### src/rtl/mdio_mux_pkg.sv
package mdio_mux_pkg;

   // register byte offsets
   localparam logic [4:0] OFS_PARAM = 5'h00;
   localparam logic [4:0] OFS_RDATA = 5'h04;
   localparam logic [4:0] OFS_ADDR  = 5'h08;
   localparam logic [4:0] OFS_CTRL  = 5'h0C;
   localparam logic [4:0] OFS_STAT  = 5'h10;

   // parameter register field positions
   localparam int P_PHY_LSB = 16;
   localparam int P_EXTFRM  = 21;
   localparam int P_BUS_LSB = 22;
   localparam int P_INTSEL  = 25;

   localparam logic [31:0] CMD_WRITE = 32'h1;
   localparam logic [31:0] CMD_READ  = 32'h2;

   typedef struct packed {
      logic        ext_frame;
      logic        is_read;
      logic        internal;
      logic [2:0]  seg;
      logic [4:0]  phy;
      logic [31:0] raddr;
      logic [15:0] wdata;
   } xfer_t;

   function automatic logic [31:0] mk_frame(input logic [1:0] st, input logic [1:0] op,
                                            input logic [4:0] phy, input logic [4:0] dev,
                                            input logic [15:0] body);
      return {st, op, phy, dev, 2'b10, body};
   endfunction

endpackage

### src/rtl/mdio_mux_regs.sv
module mdio_mux_regs
   import mdio_mux_pkg::*;
(
   input  logic        clk,
   input  logic        rst_n,
   input  logic        we,
   input  logic [4:0]  addr,
   input  logic [31:0] wdata,
   input  logic        busy,
   input  logic        done_set,
   input  logic [15:0] cap_data,
   output logic [31:0] rdata,
   output logic        start,
   output xfer_t       xfer
);

   logic [31:0] param_q;
   logic [31:0] raddr_q;
   logic        done_q;
   logic        ctrl_wr;

   assign ctrl_wr = we && (addr == OFS_CTRL);
   assign start   = ctrl_wr && !busy && !done_q &&
                    ((wdata == CMD_WRITE) || (wdata == CMD_READ));

   always_ff @(posedge clk or negedge rst_n) begin
      if (!rst_n) begin
         param_q <= '0;
         raddr_q <= '0;
         done_q  <= 1'b0;
      end else begin
         if (we && addr == OFS_PARAM) param_q <= wdata;
         if (we && addr == OFS_ADDR)  raddr_q <= wdata;
         if (done_set)
            done_q <= 1'b1;
         else if (ctrl_wr && !busy && wdata == '0)
            done_q <= 1'b0;
      end
   end

   always_comb begin
      xfer.ext_frame = param_q[P_EXTFRM];
      xfer.is_read   = (wdata == CMD_READ);
      xfer.internal  = param_q[P_INTSEL];
      xfer.seg       = param_q[P_BUS_LSB +: 3];
      xfer.phy       = param_q[P_PHY_LSB +: 5];
      xfer.raddr     = raddr_q;
      xfer.wdata     = param_q[15:0];
   end

   always_comb begin
      unique case (addr)
         OFS_PARAM: rdata = param_q;
         OFS_RDATA: rdata = {16'h0, cap_data};
         OFS_ADDR:  rdata = raddr_q;
         OFS_STAT:  rdata = {31'h0, done_q};
         default:   rdata = '0;
      endcase
   end

   // a completion never lands on an already-set done flag
   a_r11_done_once: assert property (@(posedge clk) disable iff (!rst_n)
      done_set |-> !done_q);
   // done only falls after a zero written to the control word
   a_r3_clear_by_zero: assert property (@(posedge clk) disable iff (!rst_n)
      $fell(done_q) |-> ($past(we) && $past(addr) == OFS_CTRL && $past(wdata) == '0));

endmodule

### src/rtl/mdio_mux_engine.sv
module mdio_mux_engine
   import mdio_mux_pkg::*;
#(
   parameter int MDC_HALF = 10
)(
   input  logic        clk,
   input  logic        rst_n,
   input  logic        start,
   input  xfer_t       xfer,
   input  logic        mdi,
   output logic        busy,
   output logic        mdc,
   output logic        mdo,
   output logic        moe,
   output logic        done_set,
   output logic [15:0] rdata
);

   localparam int PERIOD = 2 * MDC_HALF;
   localparam int CNT_W  = $clog2(PERIOD);
   localparam logic [CNT_W-1:0] CNT_RISE = CNT_W'(MDC_HALF - 1);
   localparam logic [CNT_W-1:0] CNT_END  = CNT_W'(PERIOD - 1);

   logic [CNT_W-1:0] cnt_q;
   logic [6:0]       pos_q;
   logic             busy_q, mdc_q;
   xfer_t            x_q;
   logic [15:0]      rd_q;

   logic        in_pre, op_frame, at_rise, at_end, capture, release_bus;
   logic [4:0]  fpos;
   logic [6:0]  last_pos;
   logic [31:0] word;

   assign in_pre   = ~pos_q[5];
   assign fpos     = pos_q[4:0];
   assign op_frame = ~x_q.ext_frame | pos_q[6];
   assign last_pos = x_q.ext_frame ? 7'd127 : 7'd63;
   assign at_rise  = busy_q && (cnt_q == CNT_RISE);
   assign at_end   = busy_q && (cnt_q == CNT_END);
   assign done_set = at_end && (pos_q == last_pos);
   assign capture  = at_rise && x_q.is_read && op_frame && !in_pre && (fpos >= 5'd16);
   assign release_bus = x_q.is_read && op_frame && !in_pre && (fpos >= 5'd14);

   always_comb begin
      if (x_q.ext_frame && !pos_q[6])
         word = mk_frame(2'b00, 2'b00, x_q.phy, x_q.raddr[20:16], x_q.raddr[15:0]);
      else if (x_q.ext_frame)
         word = mk_frame(2'b00, x_q.is_read ? 2'b11 : 2'b01, x_q.phy,
                         x_q.raddr[20:16], x_q.wdata);
      else
         word = mk_frame(2'b01, x_q.is_read ? 2'b10 : 2'b01, x_q.phy,
                         x_q.raddr[4:0], x_q.wdata);
   end

   always_ff @(posedge clk or negedge rst_n) begin
      if (!rst_n) begin
         busy_q <= 1'b0;
         mdc_q  <= 1'b0;
         cnt_q  <= '0;
         pos_q  <= '0;
         x_q    <= '0;
      end else if (start) begin
         busy_q <= 1'b1;
         mdc_q  <= 1'b0;
         cnt_q  <= '0;
         pos_q  <= '0;
         x_q    <= xfer;
      end else if (busy_q) begin
         if (at_end) begin
            cnt_q <= '0;
            mdc_q <= 1'b0;
            if (done_set) busy_q <= 1'b0;
            else          pos_q  <= pos_q + 7'd1;
         end else begin
            cnt_q <= cnt_q + 1'b1;
            if (at_rise) mdc_q <= 1'b1;
         end
      end
   end

   always_ff @(posedge clk or negedge rst_n) begin
      if (!rst_n)       rd_q <= '0;
      else if (capture) rd_q <= {rd_q[14:0], mdi};
   end

   assign busy  = busy_q;
   assign mdc   = mdc_q;
   assign mdo   = in_pre ? 1'b1 : word[5'd31 - fpos];
   assign moe   = busy_q && !release_bus;
   assign rdata = rd_q;

   // MDC idles low
   a_r5_idle_low: assert property (@(posedge clk) disable iff (!rst_n)
      !busy_q |-> !mdc_q);
   // MDC rises only after MDC_HALF low clocks of a bit
   a_r5_rise_point: assert property (@(posedge clk) disable iff (!rst_n)
      (busy_q && $rose(mdc_q)) |-> (cnt_q == CNT_W'(MDC_HALF)));
   // data out holds while MDC stays high
   a_r5_hold_high: assert property (@(posedge clk) disable iff (!rst_n)
      (busy_q && $past(busy_q) && mdc_q && $past(mdc_q)) |-> $stable(mdo));
   // the bus is never driven while idle
   a_r8_idle_release: assert property (@(posedge clk) disable iff (!rst_n)
      !busy_q |-> !moe);
   // a start reaches the engine only when it is idle
   a_r4_start_idle: assert property (@(posedge clk) disable iff (!rst_n)
      start |-> !busy_q);

endmodule

### src/rtl/mdio_mux_steer.sv
module mdio_mux_steer
   import mdio_mux_pkg::*;
#(
   parameter int N_INT = 4,
   parameter int N_EXT = 4
)(
   input  logic             clk,
   input  logic             rst_n,
   input  logic             start,
   input  logic             sel_internal,
   input  logic [2:0]       sel_seg,
   input  logic             mdc,
   input  logic             mdo,
   input  logic             moe,
   output logic             mdi,
   output logic [N_INT-1:0] int_mdc,
   output logic [N_INT-1:0] int_mdio_o,
   output logic [N_INT-1:0] int_mdio_oe,
   input  logic [N_INT-1:0] int_mdio_i,
   output logic [N_EXT-1:0] ext_mdc,
   output logic [N_EXT-1:0] ext_mdio_o,
   output logic [N_EXT-1:0] ext_mdio_oe,
   input  logic [N_EXT-1:0] ext_mdio_i
);

   logic             internal_q;
   logic [2:0]       seg_q;
   logic [N_INT-1:0] int_hit;
   logic [N_EXT-1:0] ext_hit;

   always_ff @(posedge clk or negedge rst_n) begin
      if (!rst_n) begin
         internal_q <= 1'b0;
         seg_q      <= '0;
      end else if (start) begin
         internal_q <= sel_internal;
         seg_q      <= sel_seg;
      end
   end

   for (genvar i = 0; i < N_INT; i++) begin : g_int
      assign int_hit[i]     = internal_q && (seg_q == 3'(i));
      assign int_mdc[i]     = int_hit[i] & mdc;
      assign int_mdio_oe[i] = int_hit[i] & moe;
      assign int_mdio_o[i]  = int_hit[i] & moe & mdo;
   end

   for (genvar j = 0; j < N_EXT; j++) begin : g_ext
      assign ext_hit[j]     = !internal_q && (seg_q == 3'(j));
      assign ext_mdc[j]     = ext_hit[j] & mdc;
      assign ext_mdio_oe[j] = ext_hit[j] & moe;
      assign ext_mdio_o[j]  = ext_hit[j] & moe & mdo;
   end

   // an unimplemented segment reads as an idle, pulled-up line
   assign mdi = (|(int_hit & int_mdio_i)) | (|(ext_hit & ext_mdio_i)) |
                ~(|{int_hit, ext_hit});

   // at most one segment sees a clock
   a_r9_one_clock: assert property (@(posedge clk) disable iff (!rst_n)
      $onehot0({ext_mdc, int_mdc}));
   // the selection is frozen while a frame is on the wire
   a_r10_frozen: assert property (@(posedge clk) disable iff (!rst_n)
      (mdc && $past(mdc)) |-> ($stable(seg_q) && $stable(internal_q)));

endmodule

### src/rtl/mdio_mux_master.sv
module mdio_mux_master
   import mdio_mux_pkg::*;
#(
   parameter int N_INT    = 4,
   parameter int N_EXT    = 4,
   parameter int MDC_HALF = 10
)(
   input  logic             clk,
   input  logic             rst_n,
   input  logic             reg_we,
   input  logic [4:0]       reg_addr,
   input  logic [31:0]      reg_wdata,
   output logic [31:0]      reg_rdata,
   output logic [N_INT-1:0] int_mdc,
   output logic [N_INT-1:0] int_mdio_o,
   output logic [N_INT-1:0] int_mdio_oe,
   input  logic [N_INT-1:0] int_mdio_i,
   output logic [N_EXT-1:0] ext_mdc,
   output logic [N_EXT-1:0] ext_mdio_o,
   output logic [N_EXT-1:0] ext_mdio_oe,
   input  logic [N_EXT-1:0] ext_mdio_i
);

   initial begin
      a_cfg_int: assert (N_INT >= 1 && N_INT <= 8) else $error("N_INT must be 1..8");
      a_cfg_ext: assert (N_EXT >= 1 && N_EXT <= 8) else $error("N_EXT must be 1..8");
      a_cfg_div: assert (MDC_HALF >= 1) else $error("MDC_HALF must be at least 1");
   end

   logic        start, busy, done_set, mdc, mdo, moe, mdi;
   logic [15:0] cap_data;
   xfer_t       xfer;

   mdio_mux_regs u_regs (
      .clk      (clk),
      .rst_n    (rst_n),
      .we       (reg_we),
      .addr     (reg_addr),
      .wdata    (reg_wdata),
      .busy     (busy),
      .done_set (done_set),
      .cap_data (cap_data),
      .rdata    (reg_rdata),
      .start    (start),
      .xfer     (xfer)
   );

   mdio_mux_engine #(.MDC_HALF(MDC_HALF)) u_engine (
      .clk      (clk),
      .rst_n    (rst_n),
      .start    (start),
      .xfer     (xfer),
      .mdi      (mdi),
      .busy     (busy),
      .mdc      (mdc),
      .mdo      (mdo),
      .moe      (moe),
      .done_set (done_set),
      .rdata    (cap_data)
   );

   mdio_mux_steer #(.N_INT(N_INT), .N_EXT(N_EXT)) u_steer (
      .clk          (clk),
      .rst_n        (rst_n),
      .start        (start),
      .sel_internal (xfer.internal),
      .sel_seg      (xfer.seg),
      .mdc          (mdc),
      .mdo          (mdo),
      .moe          (moe),
      .mdi          (mdi),
      .int_mdc      (int_mdc),
      .int_mdio_o   (int_mdio_o),
      .int_mdio_oe  (int_mdio_oe),
      .int_mdio_i   (int_mdio_i),
      .ext_mdc      (ext_mdc),
      .ext_mdio_o   (ext_mdio_o),
      .ext_mdio_oe  (ext_mdio_oe),
      .ext_mdio_i   (ext_mdio_i)
   );

endmodule

### config.mk
export PLATFORM = sky130hd
export DESIGN_NAME = mdio_mux_master
export DESIGN_NICKNAME = d
export VERILOG_FILES = /design/src/rtl/mdio_mux_pkg.sv /design/src/rtl/mdio_mux_regs.sv /design/src/rtl/mdio_mux_engine.sv /design/src/rtl/mdio_mux_steer.sv /design/src/rtl/mdio_mux_master.sv
export SDC_FILE = /design/constraint.sdc
export NUM_CORES = 1
export LEC_CHECK = 0
export BUFFER_PORTS_ARGS = -buffer_cell sky130_fd_sc_hd__buf_2
export CAP_MARGIN = 20
export CORE_MARGIN = 3
export CORE_UTILIZATION = 55
export CTS_CLUSTER_DIAMETER = 30
export DETAILED_ROUTE_END_ITERATION = 10
export PLACE_DENSITY_LB_ADDON = 0.25
export SETUP_SLACK_MARGIN = 0.05
export SKIP_LAST_GASP = 1
export SYNTH_ARGS = -nofsm -noshare
export SYNTH_HDL_FRONTEND = slang
export SYNTH_SLANG_ARGS = --single-unit
### constraint.sdc
create_clock -name clk -period 3.5 [get_ports clk]
set_input_delay 0.875 -clock clk [delete_from_list [all_inputs] [get_ports clk]]
set_output_delay 0.875 -clock clk [all_outputs]
set_load 0.01 [all_outputs]
Yosys cells after proc, flatten, opt, wreduce, memory -nomap -nowiden
Cells that the tools add are included.
{"block": "classes", "add_sub_neg": 3, "n_lt_le_gt_ge": 3, "n_eq_ne": 13, "muxes": 26, "bitwise_logic": 31, "n_reduce_logical": 45}
{"op": "one-hot mux 32 bit (4 select lines)", "n": 1}
{"op": "2-to-1 mux 31 bit", "n": 2}
{"op": "2-to-1 mux 7 bit", "n": 5}
{"op": "equality test 32 x 1 -> 1 bit (second input constant)", "n": 1}
{"op": "equality test 32 x 2 -> 1 bit (second input constant)", "n": 1}
{"op": "zero test 32 bit", "n": 1}
{"op": "logical AND 1 bit", "n": 27}
{"op": "AND 1 bit", "n": 24}
{"op": "equality test 5 x 4 -> 1 bit (second input constant)", "n": 3}
{"op": "2-to-1 mux 5 bit", "n": 3}
{"op": "2-to-1 mux 1 bit", "n": 12}
{"op": "equality test 5 bit (second input constant)", "n": 2}
{"op": "AND 4 bit", "n": 2}
{"op": "OR reduction 4 bit", "n": 2}
{"op": "OR reduction 8 bit", "n": 1}
{"op": "adder 7 x 1 -> 7 bit (second input constant)", "n": 1}
{"op": "equality test 7 bit", "n": 1}
{"op": "equality test 3 x 2 -> 1 bit (second input constant)", "n": 2}
{"op": "less-than comparator 5 x 6 -> 1 bit (second input constant)", "n": 1}
{"op": "nonzero test 2 bit", "n": 3}
{"op": "adder 5 x 1 -> 5 bit (second input constant)", "n": 1}
{"op": "binary-select mux 1 bit (select 5 bit)", "n": 1}
{"op": "equality test 5 x 3 -> 1 bit (second input constant)", "n": 1}
{"op": ">= comparator 5 x 4 -> 1 bit (second input constant)", "n": 1}
{"op": "other kinds (14)", "n": 22}
{"block": "totals", "regBits": 143, "inputBits": 48, "out_inout_bits": 56, "wordCells": 136}

Logic depth before layout (Yosys ltp)
Gate-level depths: netlist (run 1).
{"block": "logic_depth", "ltp_word": 9, "mapped_depth": 9, "depth_no_buf": 7}

Cells and area by module
From an unflattened synthesis (run 1), not the netlist that was laid out.
{"block": "unflattened", "cells_unflattened": 564, "hier_area_um2": 7273.2}
{"mod": "mdio_mux_engine", "instances": 1, "cells_per_inst": 263, "area_each_um2": 3560.9, "seq_area_each_um2": 1851.8}
{"mod": "mdio_mux_regs", "instances": 1, "cells_per_inst": 246, "area_each_um2": 3309.4, "seq_area_each_um2": 1626.6}
{"mod": "mdio_mux_steer", "instances": 1, "cells_per_inst": 55, "area_each_um2": 402.9, "seq_area_each_um2": 100.1}

Worst setup path after synthesis (run 1)
No wires, ideal clock.
{"block": "synth_path", "path_kind": "reg-to-output", "from": "reg u_engine.x_q[58] in the netlist's numbering", "to": "out ext_mdio_o[2]", "arrival_time_ns": 2.348, "required_time_ns": 2.625, "path_slack_ns": 0.277, "stages_incl_launch_ff": 8, "n_path_buf": 1, "cell_sequence": "dfrtp_1 > ha_1 > buf_2 > mux4_2 > mux2i_1 > nor3b_1 > and4bb_1 > a2111oi_0"}
{"block": "synth_between", "elab_chain_len": 9, "word_cells_on_any_way": 15, "classes_between": "5 x mux; 4 x bitwise; 6 x reduce/logical"}
{"element": "from (decl)", "line": "mdio_mux_engine.sv:27", "text": "xfer_t x_q;"}
{"element": "from (signal assigned)", "line": "mdio_mux_engine.sv:68", "text": "x_q <= xfer;"}
{"element": "branches (longest 8 deep; another with 2-to-1 mux 31 bit)"}
{"element": "AND 1 bit *", "line": "mdio_mux_steer.sv:52", "text": "assign ext_mdio_o[j] = ext_hit[j] & moe & mdo;"}
{"element": "to (decl)", "line": "mdio_mux_master.sv:19", "text": "output logic [N_EXT-1:0] ext_mdio_o,"}
Mark *: on every way between the ends. The select of a mux whose other input is x is not followed.

Worst setup path after layout (run 1)
{"block": "layout_path", "from": "reg u_engine.pos_q[6]", "to": "out int_mdio_o[3]"}
{"block": "layout_between", "elab_chain_len": 8, "word_cells_on_any_way": 14, "classes_between": "4 x mux; 3 x bitwise; 7 x reduce/logical"}
{"element": "from (decl)", "line": "mdio_mux_engine.sv:25", "text": "logic [6:0] pos_q;"}
{"element": "from (signal assigned)", "line": "mdio_mux_engine.sv:74", "text": "else pos_q <= pos_q + 7'd1;"}
{"element": "branches (longest 7 deep; another with 2-to-1 mux 31 bit)"}
{"element": "AND 1 bit *", "line": "mdio_mux_steer.sv:45", "text": "assign int_mdio_o[i] = int_hit[i] & moe & mdo;"}
{"element": "to (decl)", "line": "mdio_mux_master.sv:15", "text": "output logic [N_INT-1:0] int_mdio_o,"}
Marks and branches as above.

==> reports/summary.txt, run 1 <==
vias per cell -> 6.03
CP max stage cell -> mux4_2
synth top area cells -> dfrtp_1 (50%), mux2_2 (13%), mux2_4 (8.2%)
RSZ-0062 raised after global routing -> true
endpoints failing hold -> 0
Top FF cell, synth -> dfrtp_1
CP Class -> register to primary output
CTS max path bufs -> 2
met3 Resource Use GR -> 0.0523
VDD IR-drop max -> 0.489 mV
GRT Overall Usage -> 0.250
Die Y-Extent -> 120 um
global placement routability congestion -> 0.875
Final nets -> 722
die area -> 14300 um2
Initial Util -> 0.577
Chip Width -> 120 um
Hold WC Path Type -> primary input to asynchronous set/reset pin
min Tclk post-route -> 3.59 ns
DRT iter0 DRCs -> 415
Fillers -> 884
multiplexer share of the synthesized area -> 0.259
pin count of the biggest net entering global routing -> 65
DP HPWL -> 11900 um
met2 usage -> 0.422
asr flop ratio synth -> 1.00
Simple-Gate Fraction of Synth Area -> 0.103
number of global-route vias before repair -> 5258
share of cells above drive strength 1 -> 0.456
CTS sink cnt -> 143
routed length per placed instance -> 20.3 um
Pwr Total -> 4.00 mW
Post-Synthesis Cells -> 560
total gr overflow -> 0
Ports -> 104
critical path, cell by cell -> inv_2 -> ha_4 -> buf_12 -> mux4_2 -> mux2i_1 -> o22ai_1 -> and4bb_4 -> a211oi_1 -> buf_2
syn_nets -> 613
Rows -> 40
met1 Track Usage GR -> 0.323
highest fanout seen on the critical path -> 8
first-pass GRT wire length -> 28000 um
fin. max-slew vios -> 0
XOR/XNOR share of the synthesized area -> 0.00987
post-synthesis compound-gate area fraction -> 0.0856
Synth cell types -> 54
share of the synthesized area in the top cell type -> 0.504
GR peak layer -> met2
Worst Tran Pin Value -> 0.917 ns
Syn Area/Cell -> 12.7 um2
CTS Root Cell -> clkbuf_16
Core ar. -> 12300 um2
antenna cells -> 0
vias post-DR -> 5127
Peak Freq -> 278 MHz
PortBufs -> 103
Yosys reg bits -> 143
pre-CTS setup slack -> 0.0250 ns
post-synth top area cell -> dfrtp_1
area grow syn2layout -> 20.5%
final setup vio count -> 8
Post-Synth Adder-Cell Area -> 0.00881
clock latency on the worst-skew pair -> 0.42 ns
leakage power -> 4.19 nW
power per cell area -> 467 nW/um2
WL final -> 17200 um
total negative setup slack -> -0.598 ns
antenna violations before repair -> 0
Post-synth EDFFs -> 0
post-route cell area -> 8560 um2
status -> finished with violations
worst clock skew -> 0.00607 ns
TritonCTS clock tree -> built
Placed Area -> 7820 um2
worst setup margin -> -0.0908 ns
sequential area share after synthesis -> 0.504
Ys Warns -> 0
post-synthesis cell area -> 7100 um2
Worst Reg-to-Reg Cells -> 6
Data arrival, critical path -> 2.72 ns
failing checks -> negative setup slack
Post-DRT Antenna Nets -> 0
Clock transition at path regs -> 0.06 ns
DRC -> 0
Worst slew margin -> 0.384
DP Cell Count -> 811
htree depth -> 4
drt pass-1 iters -> 5
WHS -> 0.442 ns
Max Cap Violations -> 0
startpoint types -> register
period utilization -> 1.03
Final Util -> 0.695
largest family of logic cells by synthesized area -> multiplexers
CP Capture Type -> primary output
Critical Path RT -> 2.62 ns
Hold Buf Count CTS -> 0
post-route insts no fill -> 850
CTS buffer count -> 17
crit-path max cell delay -> 0.52 ns
## layout make-up
| cell class | instances | area [um2] | area share |
|---|---|---|---|
| inverter | 7 | 26.3 | 0.00307 |
| clock buffer | 19 | 453 | 0.0529 |
| tap | 168 | 210 | 0.0246 |
| clock inverter | 13 | 135 | 0.0158 |
| sequential | 143 | 3580 | 0.419 |
| timing repair buffer | 129 | 758 | 0.0886 |
| multi-input combinational | 371 | 3390 | 0.396 |
## logic make-up after synthesis
group                    count (synthesis)
flip-flops                             143
AO/OA/AOI/OAI                           85
buffers and inverters                   46
adder cells (fa/ha/maj)                  5
multiplexers                           140
XOR/XNOR                                 8
AND/OR/NAND/NOR                        133
## flip-flops by register name, summed over array words and instances, names as in the netlist, 3 cells and up
name            flops
u_engine.pos_q      7
u_regs.param_q     32
u_engine.x_q       44
u_engine.cnt_q      5
u_regs.raddr_q     32
u_steer.seg_q       3
u_engine.rdata     16
## metal layers
metal	wire length [um]	vias up	share of wire
li1	-	2300	-
met1	7220	2655	0.42
met2	8880	145	0.52
met3	761	27	0.044
met4	365	0	0.021
met5	0	-	0
## worst paths after layout
path / from / end / slack [ns]
setup / recovery: u_engine.pos_q[6] / int_mdio_o[3] / -0.09
hold / removal: rst_n / u_engine.cnt_q[0] / 0.44
setup reg to reg: u_engine.busy / u_engine.x_q[24] / 0.82
hold reg to reg: u_regs.param_q[26] / u_regs.param_q[26] / 0.51
max in group asynchronous: rst_n / u_engine.x_q[11] / 2.26
min in group clk: u_regs.param_q[26] / u_regs.param_q[26] / 0.51
## synthesized netlist by cell type (2+ instances only)
cell	n
a211oi_1	4
a21boi_0	4
a21oi_1	18
a221oi_1	14
a22o_1	16
a22oi_1	2
a311oi_1	3
buf_2	10
buf_6	4
clkbuf_1	25
dfrtp_1	143
ha_1	5
inv_1	7
mux2_2	81
mux2_4	39
mux2i_1	9
mux4_2	11
nand2_1	33
nand2b_1	8
nand3_1	9
nand3b_1	5
nand4_1	3
nor2_1	30
nor2b_1	4
nor3_1	10
nor3b_1	2
nor4_1	9
nor4b_1	2
o21ai_0	13
o31ai_1	2
or3_1	5
or3b_2	2
xor2_1	7
## worst max-delay path, delay by kind of cell (launching register included)
kind / cells / cell delay, ns
AO/OA/AOI/OAI: 2 / 0.20
adder cells (fa/ha/maj): 1 / 0.16
buffers and inverters: 3 / 0.37
flip-flops: 1 / 0.40
multiplexers: 2 / 0.76
AND/OR/NAND/NOR: 1 / 0.42
## repair_timing
action / 4_1_cts / 5_1_grt
pin swaps: 7 / 1
buffers inserted: 6 / 1
endpoints found under the setup margin: 8 / 8
resized for setup: 18 / 4
## layout by cell type (no fill, tap or decap), drive strengths merged, types with 2 or more instances in the layout
master,count
nor4b,3
a211oi,4
clkinv,7
nor3b,2
bufinv,2
mux2i,9
nand3,9
mux2,120
or3b,2
nor3,10
dfrtp,143
a21oi,18
clkinvlp,2
inv,9
nand2,34
o31ai,2
and2,2
mux4,11
a221oi,14
buf,129
nand3b,5
nor2b,4
nor2,30
o21ai,13
ha,5
or3,5
xor2,7
a22oi,2
a311oi,3
nor4,10
nand4,4
clkbuf,19
nand2b,8
a22o,16
a21boi,4
## where the power goes
group / internal [mW] / switching, mW / total [mW]
registers: 1.80 / 0.124 / 1.92
logic: 0.157 / 0.134 / 0.292
clock network: 1.09 / 0.699 / 1.78
total: 3.04 / 0.957 / 4.00
Note: power is estimated with default switching activity, not from simulation.
==> inputs of run 2 (changes only) <==
--- a/config.mk
+++ b/config.mk
@@ -9,6 +9,7 @@
 export CAP_MARGIN = 20
 export CORE_MARGIN = 3
 export CORE_UTILIZATION = 55
+export CTS_BUF_LIST = sky130_fd_sc_hd__clkbuf_4 sky130_fd_sc_hd__clkbuf_8
 export CTS_CLUSTER_DIAMETER = 30
 export DETAILED_ROUTE_END_ITERATION = 10
 export PLACE_DENSITY_LB_ADDON = 0.25
==> run 2 against run 1 <==
Compared with the run above: the run still ends with negative setup slack left; clock skew increased by 0.0046 ns; non-clock buffer count unchanged; register-to-register slack improved by 0.03 ns; clock-buffer cell count unchanged; critical path depth unchanged; sequential cell count unchanged; largest cell class unchanged.
==> reports/summary.txt, run 2 (synthesized netlist as in run 1, its figures left out) <==
Hold WC Path Type -> primary input to asynchronous set/reset pin (unchanged)
final setup vio count -> 8 (unchanged)
status -> finished with violations (unchanged)
CP Class -> register to primary output (unchanged)
htree depth -> 4 (unchanged)
first-pass GRT wire length -> 27700 um (was 28000 um)
endpoints failing hold -> 0 (unchanged)
vias post-DR -> 5088 (was 5127)
Placed Area -> 7820 um2 (unchanged)
min Tclk post-route -> 3.54 ns (was 3.59 ns)
Rows -> 40 (unchanged)
crit path to -> ext_mdio_o[2] (was int_mdio_o[3])
Die Y-Extent -> 120 um (unchanged)
Data arrival, critical path -> 2.67 ns (was 2.72 ns)
WL final -> 16800 um (was 17200 um)
RR Endpoint -> u_engine.x_q[22] (was u_engine.x_q[24])
Clock transition at path regs -> 0.08 ns (was 0.06 ns)
CTS max path bufs -> 2 (unchanged)
die area -> 14300 um2 (unchanged)
VDD IR-drop max -> 0.314 mV (was 0.489 mV)
startpoint types -> register (unchanged)
failing checks -> negative setup slack (unchanged)
Top reg by flops -> u_engine.x_q (unchanged)
RSZ-0062 raised after global routing -> true (unchanged)
clock latency on the worst-skew pair -> 0.45 ns (was 0.42 ns)
crit path launch -> u_engine.pos_q[6] (unchanged)
Max Cap Violations -> 0 (unchanged)
share of cells above drive strength 1 -> 0.455 (was 0.456)
fin. max-slew vios -> 0 (unchanged)
Core ar. -> 12300 um2 (unchanged)
most frequent cells in the layout -> dfrtp_1 (141), buf_2 (102), mux2_2 (81), mux2_4 (39), nand2_1 (33) (unchanged)
R2R setup slack -> 0.85 ns (was 0.82 ns)
area grow syn2layout -> 17.7% (was 20.5%)
drt pass-1 iters -> 5 (unchanged)
worst setup margin -> -0.0405 ns (was -0.0908 ns)
Peak Freq -> 282 MHz (was 278 MHz)
Hold Buf Count CTS -> 0 (unchanged)
pin count of the biggest net entering global routing -> 65 (unchanged)
PortBufs -> 103 (unchanged)
max reg flops -> 44 (unchanged)
Critical Path RT -> 2.62 ns (about the same)
Ports -> 104 (unchanged)
number of global-route vias before repair -> 5197 (was 5258)
DRC -> 0 (unchanged)
highest fanout seen on the critical path -> 8 (unchanged)
antenna violations before repair -> 0 (unchanged)
CTS sink cnt -> 143 (unchanged)
commonest non-fill, non-tap cell in the layout -> dfrtp_1 (unchanged)
CP Capture Type -> primary output (unchanged)
DP Cell Count -> 811 (unchanged)
WHS -> 0.408 ns (was 0.442 ns)
Worst Reg-to-Reg Cells -> 6 (unchanged)
Worst slew margin -> 0.367 (was 0.384)
CTS buffer count -> 17 (unchanged)
GRT Overall Usage -> 0.247 (was 0.250)
worst clock skew -> 0.0107 ns (was 0.00607 ns)
routed length per placed instance -> 19.8 um (was 20.3 um)
antenna cells -> 0 (unchanged)
leakage power -> 4.11 nW (was 4.19 nW)
Chip Width -> 120 um (unchanged)
Initial Util -> 0.577 (unchanged)
TritonCTS clock tree -> built (unchanged)
Final Util -> 0.679 (was 0.695)
total gr overflow -> 0 (unchanged)
post-route insts no fill -> 850 (unchanged)
period utilization -> 1.01 (was 1.03)
Worst Tran Pin Value -> 0.943 ns (was 0.917 ns)
global placement routability congestion -> 0.875 (unchanged)
Final nets -> 722 (unchanged)
Regs by FF count -> u_engine.x_q: 44 flops, u_regs.param_q: 32 flops, u_regs.raddr_q: 32 flops (unchanged)
DRT iter0 DRCs -> 366 (was 415)
Post-DRT Antenna Nets -> 0 (unchanged)
vias per cell -> 5.99 (was 6.03)
DP HPWL -> 11900 um (unchanged)
power per cell area -> 422 nW/um2 (was 467 nW/um2)
post-route cell area -> 8360 um2 (was 8560 um2)
CTS Root Cell -> clkbuf_8 (was clkbuf_16)
RR Startpoint -> u_engine.busy (unchanged)
-- run 2: what timing repair did --
item / 4_1_cts / 5_1_grt
setup endpoints to repair: 8 / 8
pin swaps: 9 / 1
buffers inserted: 7 / 0
gates resized for setup: 20 / 0
-- run 2: final cells by class --
cell class,instances,area [um2]
Sequential cell,143,3580
Inverter,7,26.3
Tap cell,168,210
Clock buffer,19,262
Timing Repair Buffer,129,758
Multi-Input combinational cell,371,3390
Clock inverter,13,135
Fill cell,913,3950
-- run 2: worst min-delay path by stage --
stage / cells after the start / endpoint / start
2_1_floorplan: 2 / u_regs.raddr_q[0] / u_regs.raddr_q[0]
3_5_place_dp: 1 / u_engine.x_q[6] / u_engine.x_q[6]
4_1_cts: 1 / u_engine.cnt_q[0] / rst_n
3_3_place_gp: 1 / u_regs.raddr_q[22] / u_regs.raddr_q[22]
6_report: 1 / u_engine.cnt_q[0] / rst_n
5_1_grt: 1 / u_engine.cnt_q[1] / rst_n
-- run 2: stage by stage --
stage | power [mW] | setup WS [ns] | setup TNS (ns)
3_5_place_dp | 2.24 | 0.0250 | 0
4_1_cts | 3.55 | 0.00304 | 0
3_3_place_gp | 2.22 | 0.125 | 0
6_report | 3.53 | -0.0405 | -0.255
5_1_grt | 3.67 | -0.161 | -1.16
2_1_floorplan | 2.07 | 0.277 | 0
-- run 2: where the power goes --
part / total [mW] / internal, mW / leakage, nW / switching [mW]
Sequential: 1.92 / 1.79 / 1.87 / 0.126
Clock: 1.32 / 0.670 / 0.202 / 0.648
Combinational: 0.290 / 0.157 / 2.04 / 0.133
Total: 3.53 / 2.62 / 4.11 / 0.906
-- run 2: critical path: stages, from the launching register on --
cell and delay [ns]:
dfrtp_1 0.40, inv_2 0.08, ha_4 0.16, buf_12 0.12, mux4_2 0.50, mux2i_1 0.19
o22ai_1 0.12, and4bb_4 0.40, a2111oi_4 0.09, buf_2 0.16
-- run 2: per-layer routing --
metal	vias to the layer above	part of all wire	routed length, um	track usage
li1	2300	-	-	-
met1	2580	0.43	7240	0.327
met2	169	0.50	8400	0.403
met3	39	0.046	773	0.0490
met4	0	0.023	385	0.0988
met5	-	0	0	0
==> inputs of run 3 (changes only) <==
--- a/config.mk
+++ b/config.mk
@@ -13,8 +13,10 @@
 export CTS_CLUSTER_DIAMETER = 30
 export DETAILED_ROUTE_END_ITERATION = 10
 export PLACE_DENSITY_LB_ADDON = 0.25
+export RECOVER_POWER = 25
 export SETUP_SLACK_MARGIN = 0.05
 export SKIP_LAST_GASP = 1
 export SYNTH_ARGS = -nofsm -noshare
 export SYNTH_HDL_FRONTEND = slang
+export SYNTH_HIERARCHICAL = 1
 export SYNTH_SLANG_ARGS = --single-unit
==> run 3 against run 2 <==
Compared with the run above: the run ends with max-capacitance violations, max-slew violations left; highest routed layer unchanged; critical path depth grew 1; largest cell class unchanged; setup slack gained 0.076 ns; cell count shrank 2.4%; via count shrank 2.8%; clock-buffer cell count grew 4; die area grew 2.3%; non-clock buffer count shrank 7; sequential cell count is the same.
==> reports/summary.txt, run 3 <==
area of the multi-input gates -> 3300 um2 (was 3390 um2)
P_sw -> 0.834 mW (was 0.906 mW)
Peak Freq -> 289 MHz (was 282 MHz)
antenna cells -> 0 (unchanged)
sequential share of power -> 0.509 (was 0.544)
antenna violations before repair -> 0 (unchanged)
Clock transition at path regs -> 0.08 ns (about the same)
post-synthesis cell area -> 7270 um2 (was 7100 um2)
DP HPWL -> 11300 um (was 11900 um)
Initial Util -> 0.569 (was 0.577)
Regs by FF count -> u_engine/x_q: 44 flops, u_regs/param_q: 32 flops, u_regs/raddr_q: 32 flops (was u_engine.x_q: 44 flops, u_regs.param_q: 32 flops, u_regs.raddr_q: 32 flops)
Max Cap Violations -> 1 (was 0)
vias per cell -> 5.96 (was 5.99)
Ys Warns -> 6 (was 0)
Worst Tran Pin Value -> 1.80 ns (was 0.943 ns)
CP Capture Type -> primary output (unchanged)
FF/Latch Area -> 3580 um2 (unchanged)
Top FF cell, synth -> dfrtp_1 (unchanged)
sequential area share after synthesis -> 0.492 (was 0.504)
leakage power -> 4.22 nW (was 4.11 nW)
CTS sink cnt -> 143 (unchanged)
Synth cell types -> 54 (unchanged)
startpoint types -> register (unchanged)
pre-CTS setup slack -> 0.00238 ns (was 0.0250 ns)
Top reg by flops -> u_engine/x_q (was u_engine.x_q)
DRT iter0 DRCs -> 411 (was 366)
Fillers -> 943 (was 913)
CTS buffer count -> 17 (unchanged)
post-synth top area cell -> dfrtp_1 (unchanged)
first-pass GRT wire length -> 27600 um (was 27700 um)
total gr overflow -> 0 (unchanged)
commonest non-fill, non-tap cell in the layout -> dfrtp_1 (unchanged)
clock latency on the worst-skew pair -> 0.44 ns (was 0.45 ns)
routed length per placed instance -> 20.3 um (was 19.8 um)
clock network fraction of total power -> 0.411 (was 0.374)
highest fanout seen on the critical path -> 6 (was 8)
number of global-route vias before repair -> 5106 (was 5197)
CP Class -> register to primary output (unchanged)
die area -> 14600 um2 (was 14300 um2)
CTS max path bufs -> 2 (unchanged)
fin. max-slew vios -> 73 (was 0)
Yosys reg bits -> 143 (unchanged)
Post-DRT Antenna Nets -> 0 (unchanged)
Ports -> 104 (unchanged)
period utilization -> 0.990 (was 1.01)
Core ar. -> 12800 um2 (was 12300 um2)
WL final -> 16800 um (about the same)
global placement routability congestion -> 0.845 (was 0.875)
sw frac -> 0.222 (was 0.257)
Chip Width -> 121 um (was 120 um)
worst clock skew -> 0.0110 ns (was 0.0107 ns)
pin count of the biggest net entering global routing -> 73 (was 65)
asr flop ratio synth -> 1.00 (unchanged)
Post-Synthesis Cells -> 564 (was 560)
Worst slew margin -> -0.200 (was 0.367)
PortBufs -> 103 (unchanged)
Comb pwr share -> 0.080 (was 0.082)
Final nets -> 698 (was 722)
most numerous cell in the Yosys netlist -> dfrtp_1 (unchanged)
DRC -> 0 (unchanged)
GRT Overall Usage -> 0.246 (was 0.247)
area grow syn2layout -> 15.2% (was 17.7%)
synth top area cells -> dfrtp_1 (49%), mux2_2 (13%), mux2_4 (8.3%) (was dfrtp_1 (50%), mux2_2 (13%), mux2_4 (8.2%))
min Tclk post-route -> 3.46 ns (was 3.54 ns)
Die Y-Extent -> 121 um (was 120 um)
failing checks -> max-capacitance violations, max-slew violations (was negative setup slack)
power per cell area -> 448 nW/um2 (was 422 nW/um2)
max reg flops -> 44 (unchanged)
Int Pwr -> 2.92 mW (was 2.62 mW)
R2R setup slack -> 1.40 ns (was 0.85 ns)
Data arrival, critical path -> 2.59 ns (was 2.67 ns)
syn_nets -> 617 (was 613)
share of cells above drive strength 1 -> 0.477 (was 0.455)
total negative setup slack -> 0 ns (was -0.255 ns)
Critical Path RT -> 2.62 ns (about the same)
most frequent cells after synthesis -> dfrtp_1 (143), mux2_2 (82), mux2_4 (40) (was dfrtp_1 (143), mux2_2 (81), mux2_4 (39))
final setup vio count -> 0 (was 8)
status -> finished with violations (unchanged)
Hold WC Path Type -> register to register (was primary input to asynchronous set/reset pin)
Syn Area/Cell -> 12.9 um2 (was 12.7 um2)
vias post-DR -> 4946 (was 5088)
share of the synthesized area in the top cell type -> 0.492 (was 0.504)
drt pass-1 iters -> 7 (was 5)
CTS Root Cell -> clkbuf_8 (unchanged)
most frequent cells in the layout -> dfrtp_1 (141), buf_2 (102), mux2_2 (82), mux2_4 (40), nor2_1 (33) (was dfrtp_1 (141), buf_2 (102), mux2_2 (81), mux2_4 (39), nand2_1 (33))
VDD IR-drop max -> 0.320 mV (was 0.314 mV)
Post-synth EDFFs -> 0 (unchanged)
TritonCTS clock tree -> built (unchanged)
htree depth -> 4 (unchanged)
Hold Buf Count CTS -> 0 (unchanged)
worst setup margin -> 0.0354 ns (was -0.0405 ns)
Rows -> 41 (was 40)
RSZ-0062 raised after global routing -> true (unchanged)
endpoints failing hold -> 0 (unchanged)
run 3: through the flow:
step / power (mW) / hold WS [ns] / instance area (um2) / utilization / instances
after floorplan: 2.17 / 0.465 / 7270 / - / 564
after global placement: 2.22 / 0.474 / 7770 / 0.608 / 792
after detailed placement: 2.24 / 0.485 / 7770 / 0.608 / 792
after CTS: 3.79 / 0.443 / 8370 / 0.655 / 829
after global routing: 3.90 / 0.528 / 8380 / 0.656 / 830
final: 3.75 / 0.500 / 8380 / 0.656 / 830
run 3: power groups by stage:
stage / Clock, mW / Sequential [mW] / Combinational, mW
after floorplan: 0 / 1.90 / 0.269
after global placement: 0 / 1.93 / 0.293
after detailed placement: 0 / 1.94 / 0.305
after CTS: 1.57 / 1.91 / 0.307
after global routing: 1.65 / 1.93 / 0.328
final: 1.54 / 1.91 / 0.298
run 3: worst paths after layout:
path | cells after the start | endpoint | startpoint
min in group asynchronous | 1 | u_engine/rdata[7] | rst_n
max in group asynchronous | 2 | u_engine/rdata[15] | rst_n
max reg2reg | 5 | u_engine/rdata[8] | u_engine/x_q[58]
min reg2reg | 1 | u_regs/raddr_q[29] | u_regs/raddr_q[29]
min | 1 | u_regs/raddr_q[29] | u_regs/raddr_q[29]
max | 10 | int_mdio_o[0] | u_engine/pos_q[6]
run 3: area by class of cell:
class,count,share of cell area
Clock buffer,23,0.0363
Clock inverter,9,0.0214
Inverter,20,0.00896
Multi-Input combinational cell,341,0.394
Sequential cell,143,0.427
Tap cell,172,0.0257
Timing Repair Buffer,122,0.0862
run 3: cell families after synthesis:
family / share of synthesized area
xor+xnor: 0.0108
simple gates: 0.0926
mux: 0.265
flops: 0.492
fa+ha+maj: 0.00860
compound gates: 0.0638
buf+inv: 0.0674
run 3: critical path, stage by stage (launching register included):
cell and delay (ns):
dfrtp_1 0.39, inv_2 0.08, ha_4 0.19, mux4_2 0.53, nand2_2 0.07, o2111ai_1 0.11
o211ai_1 0.28, nand3_4 0.16, nand3_4 0.14, nor3_2 0.04, buf_2 0.16
run 3: repair_timing:
action | in CTS | in global routing
gates resized for setup | 17 | 4
pin swaps | 6 | 2
buffers inserted | 5 | 1
setup endpoints to repair | 8 | 8
run 3: layer usage:
| metal | routed length, um | track usage | vias to the layer above |
|---|---|---|---|
| li1 | - | - | 2204 |
| met1 | 7150 | 0.328 | 2557 |
| met2 | 8360 | 0.383 | 145 |
| met3 | 778 | 0.0559 | 40 |
| met4 | 562 | 0.115 | 0 |
| met5 | 0 | 0 | - |
